File: src/rtl/bimode_pkg.sv
package bimode_pkg;
  typedef logic [1:0] ctr_t;

  localparam ctr_t CTR_WEAK_NT = 2'b01;
  localparam ctr_t CTR_WEAK_T  = 2'b10;

  function automatic ctr_t ctr_next(ctr_t c, logic taken);
    if (taken) return (c == 2'b11) ? c : c + 2'b01;
    else       return (c == 2'b00) ? c : c - 2'b01;
  endfunction
endpackage

File: src/rtl/bimode_ctr_table.sv
module bimode_ctr_table
  import bimode_pkg::*;
#(
  parameter int   IDX_W   = 8,
  parameter ctr_t RST_VAL = CTR_WEAK_NT
) (
  input  logic             clk_i,
  input  logic             rst_ni,
  input  logic [IDX_W-1:0] fetch_idx_i,
  output logic             fetch_pred_o,
  input  logic [IDX_W-1:0] upd_idx_i,
  output logic             upd_pred_o,
  input  logic             upd_en_i,
  input  logic             upd_taken_i
);
  localparam int DEPTH = 1 << IDX_W;

  ctr_t mem_q [DEPTH];

  always_ff @(posedge clk_i or negedge rst_ni) begin
    if (!rst_ni) begin
      for (int i = 0; i < DEPTH; i++) mem_q[i] <= RST_VAL;
    end else if (upd_en_i) begin
      mem_q[upd_idx_i] <= ctr_next(mem_q[upd_idx_i], upd_taken_i);
    end
  end

  assign fetch_pred_o = mem_q[fetch_idx_i][1];
  assign upd_pred_o   = mem_q[upd_idx_i][1];
endmodule

File: src/rtl/bimode_ghr.sv
module bimode_ghr #(
  parameter int W = 8
) (
  input  logic         clk_i,
  input  logic         rst_ni,
  input  logic         shift_i,
  input  logic         bit_i,
  output logic [W-1:0] ghr_o
);
  logic [W-1:0] ghr_q;

  always_ff @(posedge clk_i or negedge rst_ni) begin
    if (!rst_ni)      ghr_q <= '0;
    else if (shift_i) ghr_q <= {ghr_q[W-2:0], bit_i};
  end

  assign ghr_o = ghr_q;
endmodule

File: src/rtl/bimode_pred.sv
module bimode_pred
  import bimode_pkg::*;
#(
  parameter int PC_W      = 12,
  parameter int CH_IDX_W  = 8,
  parameter int DIR_IDX_W = 8,
  parameter int GHR_W     = 8
) (
  input  logic             clk_i,
  input  logic             rst_ni,
  input  logic [PC_W-1:0]  fetch_pc_i,
  output logic             pred_taken_o,
  input  logic             upd_valid_i,
  input  logic [PC_W-1:0]  upd_pc_i,
  input  logic             upd_taken_i,
  input  logic [GHR_W-1:0] upd_ghr_i,
  output logic [GHR_W-1:0] ghr_o
);
  logic [GHR_W-1:0]     ghr_q;
  logic [CH_IDX_W-1:0]  f_ch_idx, u_ch_idx;
  logic [DIR_IDX_W-1:0] f_dpc, u_dpc, f_hist, u_hist;
  logic [DIR_IDX_W-1:0] f_dir_idx, u_dir_idx;

  // XOR-fold address and history onto index widths
  always_comb begin
    f_ch_idx = '0;
    u_ch_idx = '0;
    f_dpc    = '0;
    u_dpc    = '0;
    f_hist   = '0;
    u_hist   = '0;
    for (int j = 0; j < PC_W; j++) begin
      f_ch_idx[j % CH_IDX_W] ^= fetch_pc_i[j];
      u_ch_idx[j % CH_IDX_W] ^= upd_pc_i[j];
      f_dpc[j % DIR_IDX_W]   ^= fetch_pc_i[j];
      u_dpc[j % DIR_IDX_W]   ^= upd_pc_i[j];
    end
    for (int j = 0; j < GHR_W; j++) begin
      f_hist[j % DIR_IDX_W] ^= ghr_q[j];
      u_hist[j % DIR_IDX_W] ^= upd_ghr_i[j];
    end
  end

  assign f_dir_idx = f_dpc ^ f_hist;
  assign u_dir_idx = u_dpc ^ u_hist;

  logic f_ch_pred, u_ch_pred;
  logic f_t_pred, u_t_pred, f_n_pred, u_n_pred;
  logic ch_we, t_we, n_we, sel_pred;

  bimode_ctr_table #(.IDX_W(CH_IDX_W), .RST_VAL(CTR_WEAK_NT)) u_choice (
    .clk_i        (clk_i),
    .rst_ni       (rst_ni),
    .fetch_idx_i  (f_ch_idx),
    .fetch_pred_o (f_ch_pred),
    .upd_idx_i    (u_ch_idx),
    .upd_pred_o   (u_ch_pred),
    .upd_en_i     (ch_we),
    .upd_taken_i  (upd_taken_i)
  );

  bimode_ctr_table #(.IDX_W(DIR_IDX_W), .RST_VAL(CTR_WEAK_T)) u_tbl_t (
    .clk_i        (clk_i),
    .rst_ni       (rst_ni),
    .fetch_idx_i  (f_dir_idx),
    .fetch_pred_o (f_t_pred),
    .upd_idx_i    (u_dir_idx),
    .upd_pred_o   (u_t_pred),
    .upd_en_i     (t_we),
    .upd_taken_i  (upd_taken_i)
  );

  bimode_ctr_table #(.IDX_W(DIR_IDX_W), .RST_VAL(CTR_WEAK_NT)) u_tbl_n (
    .clk_i        (clk_i),
    .rst_ni       (rst_ni),
    .fetch_idx_i  (f_dir_idx),
    .fetch_pred_o (f_n_pred),
    .upd_idx_i    (u_dir_idx),
    .upd_pred_o   (u_n_pred),
    .upd_en_i     (n_we),
    .upd_taken_i  (upd_taken_i)
  );

  bimode_ghr #(.W(GHR_W)) u_ghr (
    .clk_i   (clk_i),
    .rst_ni  (rst_ni),
    .shift_i (upd_valid_i),
    .bit_i   (upd_taken_i),
    .ghr_o   (ghr_q)
  );

  // Training: chosen direction table always; choice unless it was wrong but rescued
  always_comb begin
    sel_pred = u_ch_pred ? u_t_pred : u_n_pred;
    t_we     = upd_valid_i &  u_ch_pred;
    n_we     = upd_valid_i & ~u_ch_pred;
    ch_we    = upd_valid_i & ~((u_ch_pred != upd_taken_i) && (sel_pred == upd_taken_i));
  end

  assign pred_taken_o = f_ch_pred ? f_t_pred : f_n_pred;
  assign ghr_o        = ghr_q;
endmodule

File: config.mk
export PLATFORM = sky130hd
export DESIGN_NAME = bimode_pred
export DESIGN_NICKNAME = d
export VERILOG_FILES = /design/src/rtl/bimode_pkg.sv /design/src/rtl/bimode_ctr_table.sv /design/src/rtl/bimode_ghr.sv /design/src/rtl/bimode_pred.sv
export SDC_FILE = /design/constraint.sdc
export NUM_CORES = 2
export LEC_CHECK = 0
export CAP_MARGIN = 30
export CORE_ASPECT_RATIO = 1.5
export CORE_UTILIZATION = 64
export CTS_BUF_LIST = sky130_fd_sc_hd__clkbuf_16
export DETAILED_ROUTE_END_ITERATION = 16
export GPL_ROUTABILITY_DRIVEN = 1
export PLACE_DENSITY = 0.8
export SYNTH_ARGS = -nofsm -noshare
export SYNTH_HDL_FRONTEND = slang
export SYNTH_SLANG_ARGS = --single-unit
File: constraint.sdc
create_clock -name clk_i -period 5.7 [get_ports clk_i]
set_input_delay 0.855 -clock clk_i [delete_from_list [all_inputs] [get_ports clk_i]]
set_output_delay 0.855 -clock clk_i [all_outputs]
set_load 0.02 [all_outputs]
Yosys cells after proc, flatten, opt, wreduce, memory -nomap -nowiden. Index checks and enable logic that the tools add are counted.

Input port bits: 36. Logic and storage cells: 850. Output and inout bits: 9. Bits in registers: 1544.

Add/subtract/negate cells: 6. Bitwise gates (word level): 19. Eq/ne operators: 5. $lt $le $gt $ge: 6. Multiplexer cells: 39. Reduce and logical (&&, ||, !) cells: 6.

Operators by type and width (count): $bwmux W512 (3); $bmux W2 S8 (6); $mux W2 (26); $ge A9 B9 Y1 const B (4); $not A8 Y9 (4); $demux W2 S8 (2); $lt A9 B1 Y1 const B (2); $xor A8 B8 Y8 (2); $xor A1 B1 Y1 (8); $add A2 B1 Y2 const B (3); $eq A2 B2 Y1 const B (3); $logic_not A2 Y1 (3); $sub A2 B1 Y2 const B (3); $and A1 B1 Y1 (3); $logic_and A1 B1 Y1 (3); $mux W1 (2); $not A1 Y1 (2); $eq A1 B1 Y1 (1); $ne A1 B1 Y1 (1).

Longest topological paths before layout.
Depth after elaboration: 13. Mapped depth: 18. Gate-level depth less buffers: 10.

Modules after synthesis. A second synthesis with hierarchy kept.

Cells, all modules: 7976. Area, all modules: 82477.9 µm².

Modules (own cells, without submodules): bimode_ctr_table (u_choice ...) (area each 28154.5 µm², times used 2, sequential area each 13132.6 µm², cells an instance 2769); bimode_ctr_table (u_tbl_t) (area each 25582.0 µm², times used 1, sequential area each 13132.6 µm², cells an instance 2391); bimode_ghr (area each 331.6 µm², times used 1, sequential area each 200.2 µm², cells an instance 17); bimode_pred (area each 255.2 µm², times used 1, sequential area each 0.0 µm², cells an instance 30).

Worst setup path after synthesis. No wires, ideal clock.

Path kind: input-to-output. Start: input port fetch_pc_i[8]. End: output port pred_taken_o. Setup slack: 697 ps. Data arrival time: 4148 ps. Cell stages on the path: 8. Buffers on the path: 2. Data required time: 4845 ps. Cells stage by stage: xor2_1 buf_2 buf_1 mux4_2 mux4_2 mux4_2 mux4_2 mux2i_1.

Cells in the longest elaborated chain, start to end: 7. Elaborated cells between the ends (all ways): 14. Those cells by class: mux (10); bitwise (4).

RTL lines: from (decl) (RTL line bimode_pred.sv:11) `input logic [PC_W-1:0] fetch_pc_i,`; $xor A1 B1 Y1 (*) (RTL line bimode_pred.sv:33, bimode_pred.sv:35); $xor A8 B8 Y8 (RTL line bimode_pred.sv:44) `assign f_dir_idx = f_dpc ^ f_hist;`; $not A8 Y9 (implied by the code) (RTL line bimode_ctr_table.sv:28) `assign fetch_pred_o = mem_q[fetch_idx_i][1];`; $bmux W2 S8 (RTL line bimode_ctr_table.sv:28); $mux W2 (implied by the code) (2 in series) (RTL line bimode_ctr_table.sv:28); $mux W1 (*) (RTL line bimode_pred.sv:100) `assign pred_taken_o = f_ch_pred ? f_t_pred : f_n_pred;`; to (decl) (RTL line bimode_pred.sv:12) `output logic pred_taken_o,`.

Mark *: on every way between the ends. The rest lies on a longest branch, timed or not. The select of a mux whose other input is x is not followed.

Worst setup path in the final report.
Start: input port fetch_pc_i[9]. End: output port pred_taken_o.

Same word-level chain as after synthesis.

==> results.json <==
{
  "status": "finished with violations",
  "violations": "hold timing",
  "cp.required_ns": 4.85,
  "crit_path_start_kind": "primary input",
  "grt_max_degree": 183,
  "syn_inst": 6233,
  "drive_gt1_share_pct": 58.1,
  "antenna_found_initial": 4,
  "die_y_um": 446,
  "rows": 162,
  "hold_path_class": "in2async",
  "synth-seq-cells": 1544,
  "nets": 6432,
  "synth_nets": 6269,
  "drv_cap": 0,
  "crit_start": "fetch_pc_i[9]",
  "p_clk_share_pct": 33.6,
  "drt_iter0_markers": 6698,
  "final_hold_viol_count": 4,
  "grt_pass1_wl_um": 410000,
  "period_share_pct": 99.7,
  "fin_util_pct": 72.8,
  "via_per_inst": 7.36,
  "initial_utilization_pct": 64.6,
  "numCtsBuffers": 149,
  "dp_hpwl_um": 186000,
  "relSlewSlack_pct": 23.5,
  "clock_latency_ns": 0.83,
  "path_max_fanout": 15,
  "synth-seq-area-share_pct": 47.1,
  "area_delta_synth_final_pct": 12.8,
  "clock_sinks": 1544,
  "r2r_slack_ns": 1.81,
  "grtUsageTotal_pct": 41.7,
  "r2r_cells": 13,
  "die_width_um": 298,
  "hold_ws_ns": -0.0166,
  "yosys_warnings": 0,
  "pwr-share-comb_pct": 24.6,
  "gp_congestion": 1.03,
  "power.total_mw": 29.9,
  "seqPwrFrac_pct": 41.8,
  "clockBufferDepth": 3,
  "setup_tns_ns": 0,
  "cts_hold_buf": 0,
  "htreeDepth": 4,
  "die_area_um2": 133000,
  "placed_cells": 7958,
  "cellLeakagePower_nw": 42.1,
  "setup_viol": 0,
  "synth_edf_count": 0,
  "synth_area_per_cell_um2": 13.5,
  "cts_tree": "done",
  "fp.coreArea_um2": 130000,
  "synth_area_leader_cell": "dfstp_2",
  "period_minus_slack_ns": 5.68,
  "end_kind": "primary output",
  "clock_skew_ns": 0.0396,
  "final_cells": 8247,
  "synth_top_area_share_pct": 24.0,
  "synth_cell_types": 75,
  "slew_viol_final": 0,
  "p_int_mw": 20.4,
  "async_reset_ff_share_pct": 100,
  "p_sw_share_pct": 31.7,
  "wl_per_cell_um": 33.3,
  "r2r-start": "u_choice.mem_q[381]$_DFFE_PN0P_",
  "ios": 45,
  "wirelength_um": 274000,
  "ys.flop_type": "dfrtp_1",
  "clockRootBuffer": "clkbuf_16",
  "fin_area_um2": 94800,
  "drc_errors": 0,
  "rsz0062_at_grt": "no",
  "syn-cell-area_um2": 84000,
  "switching_power_mw": 9.47,
  "grt_overflow": 0,
  "worst_pin_slew_ns": 1.15,
  "via_count": 60699,
  "rr_endpoint": "u_tbl_t.mem_q[372]$_DFFE_PN0P_",
  "fmax_mhz": 176,
  "port_buffers": 44,
  "arrival_ns": 4.83,
  "first_pass_iters": 7,
  "critical_path_class": "in2out",
  "ys_top_cells_by_area": "dfstp_2, dfrtp_1, mux2_2",
  "placed_area_um2": 89800,
  "peakVddDrop_uv": 418,
  "grt_pass1_vias": 63664,
  "postRouteAntennaNets": 0,
  "power-per-cell-area_nw_per_um2": 315,
  "cts.clk_slew.worst_paths_ns": 0.06
}
## cells in the final DEF, fill, tap and decap left out, drive strengths merged, types with 52 or more instances in the layout
master	n
dfrtp	776
dfstp	768
mux4	507
a22oi	52
mux2	1547
mux2i	167
clkbuf	153
nor3	259
nand3	380
nand2	363
nand4	293
nor2	129
clkinv	63
a21oi	92
buf	581
## layer usage
metal	wire length (um)	GRT usage [%]	vias to the layer above
met5	11	0	-
met2	129000	66.0	3894
li1	-	-	24137
met1	89600	46.8	31196
met3	24700	9.73	1470
met4	31300	39.1	2
## logic make-up after synthesis
| group | after synthesis | share of synthesized area [%] |
|---|---|---|
| AO/OA/AOI/OAI | 329 | 2.69 |
| multiplexers | 2221 | 36.3 |
| flip-flops | 1544 | 47.1 |
| XOR/XNOR | 38 | 0.539 |
| buffers and inverters | 612 | 3.79 |
| AND/OR/NAND/NOR | 1486 | 9.48 |
| adder cells (fa/ha/maj) | 3 | 0.0387 |
## power groups by stage
stage	logic [mW]	registers (mW)	clock network, mW
global placement	6.99	12.6	0
CTS	7.14	12.5	10.1
detailed placement	7.10	12.6	0
finish	7.35	12.5	10.1
floorplan	4.04	12.4	0
global route	7.54	12.5	10.5
## worst max-delay path by stage
stage / end / slack [ns] / cells after the start
after floorplan: pred_taken_o / 0.70 / 8
after global placement: u_choice.mem_q[409]$_DFFE_PN0P_ / -0.03 / 15
after detailed placement: u_tbl_n.mem_q[249]$_DFFE_PN0P_ / -0.03 / 16
after CTS: pred_taken_o / 0.02 / 10
after global routing: pred_taken_o / 0.01 / 15
final: pred_taken_o / 0.02 / 14
## through the flow
step | setup WS [ns] | hold WS, ns
2_1_floorplan | 0.697 | 0.472
3_3_place_gp | -0.0333 | 0.481
3_5_place_dp | -0.0288 | 0.487
4_1_cts | 0.0161 | 0.00784
5_1_grt | 0.0140 | 0.0285
6_report | 0.0160 | -0.0166
## cell type report
type,count,area (um^2)
fillers,8333,35400
multi-input cells,4077,41600
diodes,2,5.00
clock buffers,153,3830
inverters,2,7.51
well taps,1722,2150
flip-flops and latches,1544,39600
clock inverters,125,1010
repair buffers,622,6540
## state kept, by name (all words and copies together), names as in the netlist
| signal | count |
|---|---|
| u_choice.mem_q | 512 |
| u_tbl_t.mem_q | 512 |
| u_ghr.ghr_o | 8 |
| u_tbl_n.mem_q | 512 |
## synth_stat cells (7+ instances only)
master,instances
nor2b_1,19
nor2_1,127
o21ai_0,23
clkbuf_1,277
buf_1,70
xor2_1,15
mux4_2,502
a31oi_1,8
nand3_1,380
mux2_2,1547
dfrtp_1,776
nand2_1,362
buf_6,65
nand4_1,187
nor3_1,259
dfstp_2,768
a22o_1,21
mux2i_1,167
a32oi_1,13
nand4_2,106
a21oi_1,91
a221oi_1,16
o211ai_1,9
a211oi_1,19
nor4_1,11
xnor2_1,15
o22ai_1,30
buf_2,171
buf_4,19
and2_1,9
o2111ai_1,9
a2111oi_0,7
a22oi_1,52
## critical path, stage by stage
cell and delay [ns]:
clkdlybuf4s50_1 0.49, xor2_4 0.24, xnor2_2 0.40, buf_12 0.28, buf_4 0.34, mux4_2 0.36
mux2i_1 0.29, mux2i_1 0.12, a22o_1 0.31, a221oi_1 0.38, mux2i_1 0.13, mux2i_1 0.29
mux2i_1 0.12, buf_4 0.18
## what timing repair did
| item | CTS | global route |
|---|---|---|
| setup endpoints to repair | 0 | 1 |
| resized for setup | 0 | 5 |
| setup buffers | 0 | 8 |
No activity file was read; power rests on OpenSTA's default activity.
